<file path="src/rtl/rvd_ctrl_pkg.sv">
package rvd_ctrl_pkg;
  localparam int ILEN    = 32;
  localparam int OPC_W   = 7;
  localparam int F3_W    = 3;
  localparam int F7_W    = 7;
  localparam int ALU_W   = 4;
  localparam int IMMS_W  = 3;

  localparam logic [OPC_W-1:0] OPC_REG    = 7'b0110011;
  localparam logic [OPC_W-1:0] OPC_IMM    = 7'b0010011;
  localparam logic [OPC_W-1:0] OPC_LOAD   = 7'b0000011;
  localparam logic [OPC_W-1:0] OPC_STORE  = 7'b0100011;
  localparam logic [OPC_W-1:0] OPC_BRANCH = 7'b1100011;

  localparam logic [F3_W-1:0] F3_WORD = 3'b010;
  localparam logic [F7_W-1:0] F7_BASE = 7'b0000000;
  localparam logic [F7_W-1:0] F7_ALT  = 7'b0100000;

  typedef enum logic [2:0] {
    CL_NONE, CL_REG, CL_IMM, CL_LOAD, CL_STORE, CL_BRANCH
  } iclass_e;

  typedef enum logic [ALU_W-1:0] {
    ALU_ADD  = 4'd0, ALU_SUB = 4'd1, ALU_SLL = 4'd2, ALU_SLT = 4'd3,
    ALU_SLTU = 4'd4, ALU_XOR = 4'd5, ALU_SRL = 4'd6, ALU_SRA = 4'd7,
    ALU_OR   = 4'd8, ALU_AND = 4'd9
  } alu_op_e;

  typedef enum logic [IMMS_W-1:0] {
    IMM_I = 3'd0, IMM_S = 3'd1, IMM_B = 3'd2
  } imm_fmt_e;
endpackage

</file>
<file path="src/rtl/rvd_opclass.sv">
module rvd_opclass
  import rvd_ctrl_pkg::*;
(
  input  logic [OPC_W-1:0] opcode_i,
  input  logic [F3_W-1:0]  funct3_i,
  output iclass_e          class_o
);
  always_comb begin
    unique case (opcode_i)
      OPC_REG:    class_o = CL_REG;
      OPC_IMM:    class_o = CL_IMM;
      OPC_LOAD:   class_o = (funct3_i == F3_WORD) ? CL_LOAD  : CL_NONE;
      OPC_STORE:  class_o = (funct3_i == F3_WORD) ? CL_STORE : CL_NONE;
      OPC_BRANCH: class_o = CL_BRANCH;
      default:    class_o = CL_NONE;
    endcase
  end
endmodule

</file>
<file path="src/rtl/rvd_alu_dec.sv">
module rvd_alu_dec
  import rvd_ctrl_pkg::*;
(
  input  iclass_e         class_i,
  input  logic [F3_W-1:0] funct3_i,
  input  logic [F7_W-1:0] funct7_i,
  output alu_op_e         alu_o,
  output logic            legal_o
);
  logic f7_base, f7_alt, alt_bit;
  alu_op_e base_op;

  assign f7_base = (funct7_i == F7_BASE);
  assign f7_alt  = (funct7_i == F7_ALT);
  assign alt_bit = f7_alt;

  // funct3 to operation, without any alternate-form selection
  always_comb begin
    unique case (funct3_i)
      3'b000:  base_op = ALU_ADD;
      3'b001:  base_op = ALU_SLL;
      3'b010:  base_op = ALU_SLT;
      3'b011:  base_op = ALU_SLTU;
      3'b100:  base_op = ALU_XOR;
      3'b101:  base_op = ALU_SRL;
      3'b110:  base_op = ALU_OR;
      default: base_op = ALU_AND;
    endcase
  end

  always_comb begin
    alu_o   = ALU_ADD;
    legal_o = 1'b1;
    unique case (class_i)
      CL_REG: begin
        alu_o = base_op;
        if (alt_bit && funct3_i == 3'b000) alu_o = ALU_SUB;
        if (alt_bit && funct3_i == 3'b101) alu_o = ALU_SRA;
        legal_o = f7_base || (f7_alt && (funct3_i == 3'b000 || funct3_i == 3'b101));
      end
      CL_IMM: begin
        alu_o = base_op;
        if (funct3_i == 3'b101) begin
          if (alt_bit) alu_o = ALU_SRA;
          legal_o = f7_base || f7_alt;
        end else if (funct3_i == 3'b001) begin
          legal_o = f7_base;
        end
      end
      CL_LOAD, CL_STORE, CL_BRANCH: alu_o = ALU_ADD;
      default: begin
        alu_o   = ALU_ADD;
        legal_o = 1'b0;
      end
    endcase
  end
endmodule

</file>
<file path="src/rtl/rvd_branch_res.sv">
module rvd_branch_res
  import rvd_ctrl_pkg::*;
(
  input  iclass_e         class_i,
  input  logic [F3_W-1:0] funct3_i,
  input  logic            eq_i,
  input  logic            lt_i,
  output logic            unsigned_o,
  output logic            taken_o
);
  logic is_br, cond;

  assign is_br = (class_i == CL_BRANCH);

  always_comb begin
    unique case (funct3_i)
      3'b000:         cond = eq_i;
      3'b001:         cond = !eq_i;
      3'b100, 3'b110: cond = lt_i;
      3'b101, 3'b111: cond = !lt_i;
      default:        cond = 1'b0;
    endcase
  end

  assign unsigned_o = is_br && funct3_i[2] && funct3_i[1];
  assign taken_o    = is_br && cond;
endmodule

</file>
<file path="src/rtl/rvd_ctrl_dec.sv">
module rvd_ctrl_dec
  import rvd_ctrl_pkg::*;
(
  input  logic [31:0] instr_i,
  input  logic        br_eq_i,
  input  logic        br_lt_i,
  output logic [2:0]  imm_sel_o,
  output logic        reg_we_o,
  output logic        a_sel_o,
  output logic        b_sel_o,
  output logic [3:0]  alu_sel_o,
  output logic        mem_wr_o,
  output logic        wb_sel_o,
  output logic        br_un_o,
  output logic        pc_sel_o
);
  logic [OPC_W-1:0] opcode;
  logic [F3_W-1:0]  funct3;
  logic [F7_W-1:0]  funct7;
  iclass_e          cls;
  alu_op_e          alu_op;
  logic             legal;
  logic             taken;

  assign opcode = instr_i[OPC_W-1:0];
  assign funct3 = instr_i[14:12];
  assign funct7 = instr_i[ILEN-1:ILEN-F7_W];

  rvd_opclass u_cls (
    .opcode_i(opcode), .funct3_i(funct3), .class_o(cls)
  );

  rvd_alu_dec u_alu (
    .class_i(cls), .funct3_i(funct3), .funct7_i(funct7),
    .alu_o(alu_op), .legal_o(legal)
  );

  rvd_branch_res u_br (
    .class_i(cls), .funct3_i(funct3), .eq_i(br_eq_i), .lt_i(br_lt_i),
    .unsigned_o(br_un_o), .taken_o(taken)
  );

  always_comb begin
    unique case (cls)
      CL_STORE:  imm_sel_o = IMM_S;
      CL_BRANCH: imm_sel_o = IMM_B;
      default:   imm_sel_o = IMM_I;
    endcase
  end

  assign reg_we_o  = legal && (cls == CL_REG || cls == CL_IMM || cls == CL_LOAD);
  assign a_sel_o   = (cls == CL_BRANCH);
  assign b_sel_o   = (cls == CL_IMM) || (cls == CL_LOAD) || (cls == CL_STORE) || (cls == CL_BRANCH);
  assign alu_sel_o = alu_op;
  assign mem_wr_o  = (cls == CL_STORE);
  assign wb_sel_o  = (cls != CL_LOAD);
  assign pc_sel_o  = taken;
endmodule

</file>
<file path="config.mk">
export PLATFORM = sky130hd
export DESIGN_NAME = rvd_ctrl_dec
export DESIGN_NICKNAME = d
export VERILOG_FILES = /design/src/rtl/rvd_ctrl_pkg.sv /design/src/rtl/rvd_opclass.sv /design/src/rtl/rvd_alu_dec.sv /design/src/rtl/rvd_branch_res.sv /design/src/rtl/rvd_ctrl_dec.sv
export SDC_FILE = /design/constraint.sdc
export NUM_CORES = 1
export LEC_CHECK = 0
export ABC_AREA = 0
export BUFFER_PORTS_ARGS = -buffer_cell sky130_fd_sc_hd__buf_2
export CAP_MARGIN = 5
export CORE_AREA = 2 2 39 41
export DETAILED_ROUTE_END_ITERATION = 7
export DIE_AREA = 0 0 41 43
export MAX_ROUTING_LAYER = met4
export PLACE_DENSITY = 0.76
export SYNTH_ARGS = -nofsm -noshare
export SYNTH_HDL_FRONTEND = slang
export SYNTH_HIERARCHICAL = 1
export SYNTH_SLANG_ARGS = --single-unit
export TNS_END_PERCENT = 10
</file>
<file path="constraint.sdc">
create_clock -name vclk -period 3.2
set_input_delay 0.32 -clock vclk [all_inputs]
set_output_delay 0.32 -clock vclk [all_outputs]
set_load 0.02 [all_outputs]
</file>
==> impl_metrics.sql, run 1 <==
INSERT INTO impl_metrics (metric_group, metric, value, unit) VALUES
('global_route', 'maximum_number_of_pins_on_one_net_before_global_route_repair', '13', ''),
('floorplan', 'placement_rows', '14', ''),
('pwr', 'worst_ir_drop_vdd', '38.9', 'uV'),
('drt', 'routed_wl', '987', 'microns'),
('job', 'max_cap_violations', '0', ''),
('floorplan', 'ios', '48', ''),
('status', 'outcome', 'finished, final reports clean', ''),
('placed_design', 'buffer_ports.inserted', '32', ''),
('critical_path', 'critical_path_class', 'input port to output port', ''),
('drt', 'drtPass1Iterations', '4', ''),
('final_layout', 'finalInstanceArea', '583', 'sq um'),
('global_route', 'groute.usage.overall', '0.123', ''),
('timing', 'final-hold-violation-count', '0', ''),
('pwr', 'power_per_cell_area', '72.7', 'mW/mm^2'),
('clocking', 'post_cts_hold_buffer_count', '0', ''),
('global_route', 'antenna_violations_before_repair', '0', ''),
('final_layout', 'final_common_cell', 'sky130_fd_sc_hd__buf_2', ''),
('timing', 'setup_tns', '0', 'ns'),
('hold_path', 'hold_path.startpoint', 'instr_i[30]', ''),
('timing', 'max_freq', '0.410', 'GHz'),
('critical_path', 'timing.critical_path.from_type', 'input port', ''),
('placed_design', 'dpl-instance-area', '583', 'sq um'),
('final_layout', 'design.seq.count', '0', ''),
('timing', 'timing.max_slew.rel_slack', '0.568', ''),
('placed_design', 'gpl.final_weighted_congestion', '0.811', ''),
('critical_path', 'critPathTopFamily', 'simple AND/OR/NAND/NOR gates', ''),
('floorplan', 'fp.dieH', '43', 'microns'),
('yosys', 'synth_sequential_area_ratio', '0', ''),
('critical_path', 'timing.critical_path.slowest_stage_cell', 'sky130_fd_sc_hd__nor2_1', ''),
('critical_path', 'critPathMaxStageDelay', '0.51', 'ns'),
('placed_design', 'numPlacedInstances', '104', ''),
('global_route', 'grt_overflow', '0', ''),
('yosys', 'yosysWarnings', '6', ''),
('critical_path', 'worstSetupEndpointType', 'output port', ''),
('timing', 'worst_slew_pin_slew', '0.646', 'ns'),
('drt', 'number_of_drc_markers_in_iteration_0', '5', ''),
('drt', 'average_vias_per_placed_instance', '4.77', ''),
('timing', 'holdWs', '1.04', 'ns'),
('final_layout', 'finish.net_count', '124', ''),
('hold_path', 'hold_path.class', 'input port to output port', ''),
('clocking', 'cts_resized', '0', ''),
('floorplan', 'placeableCoreArea', '0.00138', 'sq mm'),
('critical_path', 'crit_path_frequent_cell', 'sky130_fd_sc_hd__buf_2', ''),
('drt', 'vias', '496', ''),
('timing', 'final.period_utilization', '0.763', ''),
('critical_path', 'critical_path_fanouts_max', '12', ''),
('global_route', 'first_global_vias', '371', ''),
('global_route', 'grt_util_met3', '0', ''),
('critical_path', 'cp_data_required_time', '2.88', 'ns'),
('timing', 'final-max-slew-violation-count', '0', ''),
('yosys', 'synthCells', '57', ''),
('global_route', 'busiest_layer', 'met1', ''),
('final_layout', 'regArea', '0', 'sq um'),
('pwr', 'power_leakage', '0.274', 'nW'),
('placed_design', 'dpl.hpwl', '808', 'microns'),
('yosys', 'synth.avg_cell_area', '7.07', 'sq um'),
('timing', 'rsz0062_at_grt', 'false', ''),
('hold_path', 'hold_path_end', 'alu_sel_o[0]', ''),
('drt', 'route.detailed.drc', '0', ''),
('floorplan', 'start_util', '0.291', ''),
('critical_path', 'path_cells', 'buf_2 > nor3b_2 > a22oi_1 > nor2_1 > xor2_1 > nand2_1 > o22ai_1 > buf_2', ''),
('yosys', 'ys_types', '29', ''),
('global_route', 'wire_length_of_the_first_global_routing_pass', '1.62', 'mm'),
('hold_path', 'hold_path_depth', '4', ''),
('timing', 'timing.final.setup_violations', '0', ''),
('yosys', 'number_of_nets_produced_by_synthesis', '91', ''),
('drt', 'post_drt_wl_per_cell', '9.49', 'microns'),
('critical_path', 'cp.buffers_inverters', '2', ''),
('floorplan', 'fp.dieW', '41', 'microns'),
('final_layout', 'syn2layout_area_growth', '44.7', '%'),
('global_route', 'global_route.usage.met2', '0.181', ''),
('pwr', 'finalPower', '0.0000424', 'W'),
('clocking', 'cts_post_setup_buffers_inserted', '0', ''),
('critical_path', 'arrival', '2.12', 'ns'),
('floorplan', 'design.die.area', '0.00176', 'sq mm'),
('global_route', 'met1_usage', '0.196', ''),
('final_layout', 'final.clkbuf_count', '0', ''),
('final_layout', 'final_cell_mix', 'sky130_fd_sc_hd__buf_2, sky130_fd_sc_hd__nor2_1, sky130_fd_sc_hd__nand2_1', ''),
('final_layout', 'layout.cells.non_filler', '104', ''),
('final_layout', 'antenna-diode-count', '0', ''),
('yosys', 'syn-cell-area', '403', 'sq um'),
('drt', 'drtAntennaViolNets', '0', ''),
('timing', 'finalCriticalPeriod', '2.44', 'ns'),
('final_layout', 'drive_above_1_share', '0.523', '');
-- power by group --
group	leakage, nW	internal (W)	switching, W	total, W
clock	0	0	0	0
sequential	0	0	0	0
combinational	0.274	0.0000193	0.0000231	0.0000424
total	0.274	0.0000193	0.0000231	0.0000424
-- routing by layer --
metal | part of all wire | routed length (microns)
met5 | 0 | 0
met4 | 0 | 0
met3 | 0.058 | 57
met2 | 0.48 | 474
met1 | 0.46 | 455
-- final cells by class --
type / count / area, sq um
Inverter: 1 / 3.75
Multi-Input combinational cell: 52 / 377
Tap cell: 16 / 20.0
Fill cell: 157 / 801
Timing Repair Buffer: 35 / 183
-- cells in the mapped netlist --
cell / count / area [sq um]
sky130_fd_sc_hd__nor2_1: 8 / 30.0
sky130_fd_sc_hd__nand2_1: 6 / 22.5
sky130_fd_sc_hd__xor2_1: 5 / 43.8
sky130_fd_sc_hd__nand2b_1: 3 / 18.8
sky130_fd_sc_hd__nor3_1: 3 / 15.0
sky130_fd_sc_hd__a21oi_1: 2 / 10.0
sky130_fd_sc_hd__a22oi_1: 2 / 15.0
sky130_fd_sc_hd__a32oi_1: 2 / 17.5
sky130_fd_sc_hd__buf_4: 2 / 15.0
sky130_fd_sc_hd__clkbuf_1: 2 / 7.51
sky130_fd_sc_hd__nand3b_1: 2 / 15.0
sky130_fd_sc_hd__nor3b_1: 2 / 15.0
sky130_fd_sc_hd__nor3b_2: 2 / 25.0
sky130_fd_sc_hd__and3b_2: 1 / 10.0
sky130_fd_sc_hd__conb_1: 1 / 3.75
sky130_fd_sc_hd__inv_1: 1 / 3.75
sky130_fd_sc_hd__mux2_2: 1 / 11.3
sky130_fd_sc_hd__nand3_1: 1 / 5.00
sky130_fd_sc_hd__nor2_2: 1 / 6.26
sky130_fd_sc_hd__nor3_2: 1 / 10.0
sky130_fd_sc_hd__nor4_2: 1 / 12.5
sky130_fd_sc_hd__nor4_4: 1 / 21.3
sky130_fd_sc_hd__nor4b_2: 1 / 15.0
sky130_fd_sc_hd__o211ai_1: 1 / 7.51
sky130_fd_sc_hd__o21ai_1: 1 / 5.00
sky130_fd_sc_hd__o221ai_2: 1 / 15.0
sky130_fd_sc_hd__o22ai_1: 1 / 6.26
sky130_fd_sc_hd__o41ai_1: 1 / 8.76
sky130_fd_sc_hd__or4_4: 1 / 11.3
-- per-stage QoR --
stage	setup slack, ns	util
detailed placement	0.756	0.421
finish	0.759	0.421
global route	0.542	0.421
CTS	0.756	0.421
global placement	0.802	0.421
floorplan	0.640	-
-- cells by family (layout without fill, tap and decap cells) --
family / count (synthesis) / in the layout / synth area share
AO/OA/AOI/OAI: 11 / 11 / 0.211
XOR/XNOR: 5 / 5 / 0.109
buffers and inverters: 5 / 36 / 0.0652
multiplexers: 1 / 1 / 0.0279
other: 1 / 1 / 0.00931
AND/OR/NAND/NOR: 34 / 34 / 0.578
-- worst max path at each step --
stage / from / cells past startpoint / endpoint / slack, ns
final: instr_i[13] / 8 / alu_sel_o[0] / 0.76
after global routing: instr_i[13] / 8 / alu_sel_o[0] / 0.54
after CTS: instr_i[13] / 8 / alu_sel_o[0] / 0.76
after detailed placement: instr_i[13] / 8 / alu_sel_o[0] / 0.76
after global placement: instr_i[13] / 8 / alu_sel_o[0] / 0.80
after floorplan: instr_i[12] / 7 / reg_we_o / 0.64
Power figures use the tool's default switching activity.
==> inputs of run 2 (changes only) <==
==> constraint.sdc (replaced) <==
create_clock -name vclk -period 2.45
set_input_delay 0.245 -clock vclk [all_inputs]
set_output_delay 0.245 -clock vclk [all_outputs]
set_load 0.02 [all_outputs]
==> impl_metrics.sql, run 2 (synthesis results as in run 1) <==
INSERT INTO impl_metrics (metric_group, metric, value, unit) VALUES
('final_layout', 'finish.net_count', '127', ''),
('timing', 'rsz0062_at_grt', 'false', ''),
('pwr', 'worst_ir_drop_vdd', '55.5', 'uV'),
('critical_path', 'path_cells', 'buf_2 > nor3b_2 > nor2_1 > nor4b_2 > or4_4 > nor4_4 > o21ai_1 > o221ai_2 > nor3b_2 > buf_2', ''),
('timing', 'timing.final.setup_violations', '0', ''),
('hold_path', 'hold_path.startpoint', 'instr_i[30]', ''),
('timing', 'final.period_utilization', '0.863', ''),
('timing', 'setup_tns', '0', 'ns'),
('timing', 'final.setup.worst_slack', '0.335', 'ns'),
('global_route', 'maximum_number_of_pins_on_one_net_before_global_route_repair', '16', ''),
('global_route', 'antenna_violations_before_repair', '0', ''),
('final_layout', 'layout.cells.non_filler', '107', ''),
('floorplan', 'start_util', '0.291', ''),
('final_layout', 'final.clkbuf_count', '0', ''),
('floorplan', 'placement_rows', '14', ''),
('floorplan', 'design.die.area', '0.00176', 'sq mm'),
('floorplan', 'fp.dieH', '43', 'microns'),
('placed_design', 'buffer_ports.inserted', '32', ''),
('global_route', 'groute.usage.overall', '0.126', ''),
('timing', 'final-hold-violation-count', '0', ''),
('global_route', 'wire_length_of_the_first_global_routing_pass', '1.62', 'mm'),
('floorplan', 'fp.dieW', '41', 'microns'),
('drt', 'routed_wl', '1.03', 'mm'),
('placed_design', 'dpl.hpwl', '862', 'microns'),
('final_layout', 'regArea', '0', 'sq um'),
('placed_design', 'numPlacedInstances', '107', ''),
('job', 'max_cap_violations', '0', ''),
('clocking', 'cts_resized', '0', ''),
('floorplan', 'ios', '48', ''),
('critical_path', 'critical_path_class', 'input port to output port', ''),
('placed_design', 'dpl_worst_slack', '0.305', 'ns'),
('drt', 'route.detailed.drc', '0', ''),
('drt', 'number_of_drc_markers_in_iteration_0', '14', ''),
('timing', 'finalCriticalPeriod', '2.11', 'ns'),
('final_layout', 'finalInstanceArea', '606', 'sq um'),
('placed_design', 'dpl-instance-area', '606', 'sq um'),
('drt', 'vias', '522', ''),
('final_layout', 'drive_above_1_share', '0.538', ''),
('global_route', 'first_global_vias', '414', ''),
('critical_path', 'critical_path_fanouts_max', '3', ''),
('drt', 'drtPass1Iterations', '4', ''),
('drt', 'drtAntennaViolNets', '0', ''),
('critical_path', 'timing.critical_path.slowest_stage_cell', 'sky130_fd_sc_hd__or4_4', ''),
('final_layout', 'final_common_cell', 'sky130_fd_sc_hd__buf_2', ''),
('drt', 'average_vias_per_placed_instance', '4.88', ''),
('global_route', 'grt_overflow', '0', ''),
('critical_path', 'critPathMaxStageDelay', '0.43', 'ns'),
('drt', 'post_drt_wl_per_cell', '9.64', 'microns'),
('placed_design', 'gpl.final_weighted_congestion', '0.798', ''),
('final_layout', 'syn2layout_area_growth', '50.3', '%'),
('pwr', 'power_per_cell_area', '98.3', 'mW/mm^2'),
('hold_path', 'hold_path_depth', '4', ''),
('critical_path', 'timing.critical_path.from_type', 'input port', ''),
('timing', 'final-max-slew-violation-count', '0', ''),
('clocking', 'cts_post_setup_buffers_inserted', '0', ''),
('status', 'outcome', 'finished, final reports clean', ''),
('critical_path', 'worstSetupEndpointType', 'output port', ''),
('final_layout', 'filler_cell_count', '149', ''),
('pwr', 'power_leakage', '0.289', 'nW'),
('floorplan', 'placeableCoreArea', '0.00138', 'sq mm'),
('timing', 'max_freq', '0.473', 'GHz'),
('final_layout', 'antenna-diode-count', '0', ''),
('timing', 'holdWs', '0.896', 'ns'),
('critical_path', 'arrival', '1.87', 'ns'),
('final_layout', 'multi_input_comb_area', '377', 'sq um'),
('clocking', 'post_cts_hold_buffer_count', '0', ''),
('final_layout', 'final_cell_mix', 'sky130_fd_sc_hd__buf_2, sky130_fd_sc_hd__nor2_1, sky130_fd_sc_hd__buf_4, sky130_fd_sc_hd__nand2_1, sky130_fd_sc_hd__xor2_1', ''),
('hold_path', 'hold_path.class', 'input port to output port', ''),
('hold_path', 'hold_path_end', 'alu_sel_o[0]', ''),
('critical_path', 'cp_data_required_time', '2.20', 'ns'),
('final_layout', 'design.seq.count', '0', '');
run 2: cell count changes in the layout (fill, tap and decap cells not counted), sizes merged:
| cell | change |
|---|---|
| buf | +3 |
run 2: layer usage:
metal / part of all wire / global-route usage / vias to the layer above
li1: - / - / 278
met1: 0.44 / 0.165 / 228
met2: 0.51 / 0.222 / 16
met3: 0.053 / 0 / 0
met4: 0 / 0 / 0
met5: 0 / - / -
run 2: worst max path at each step:
stage | start | endpoint | slack [ns] | cells after the start
after CTS | instr_i[13] | reg_we_o | 0.30 | 10
final | instr_i[13] | reg_we_o | 0.34 | 10
after floorplan | instr_i[12] | reg_we_o | 0.04 | 7
after global routing | instr_i[12] | alu_sel_o[0] | 0.20 | 9
after detailed placement | instr_i[13] | reg_we_o | 0.31 | 10
after global placement | instr_i[13] | reg_we_o | 0.33 | 10
run 2: layout make-up:
class / count / area share
inverters: 1 / 0.00620
multi-input cells: 52 / 0.622
well taps: 16 / 0.0331
repair buffers: 38 / 0.339
run 2: power breakdown:
group | leakage, nW | total, W | switching, W | internal [W]
logic | 0.289 | 0.0000595 | 0.0000311 | 0.0000285
registers | 0 | 0 | 0 | 0
clock network | 0 | 0 | 0 | 0
run 2: worst max-delay path, delay by kind of cell:
kind,cells,cell delay [ns]
simple gates,6,1.11
buf+inv,2,0.28
compound gates,2,0.24
run 2: stage by stage:
stage / utilization / total power [W]
global route: 0.438 / 0.0000658
global placement: 0.438 / 0.0000577
finish: 0.438 / 0.0000595
detailed placement: 0.438 / 0.0000596
floorplan: - / 0.0000306
CTS: 0.438 / 0.0000597
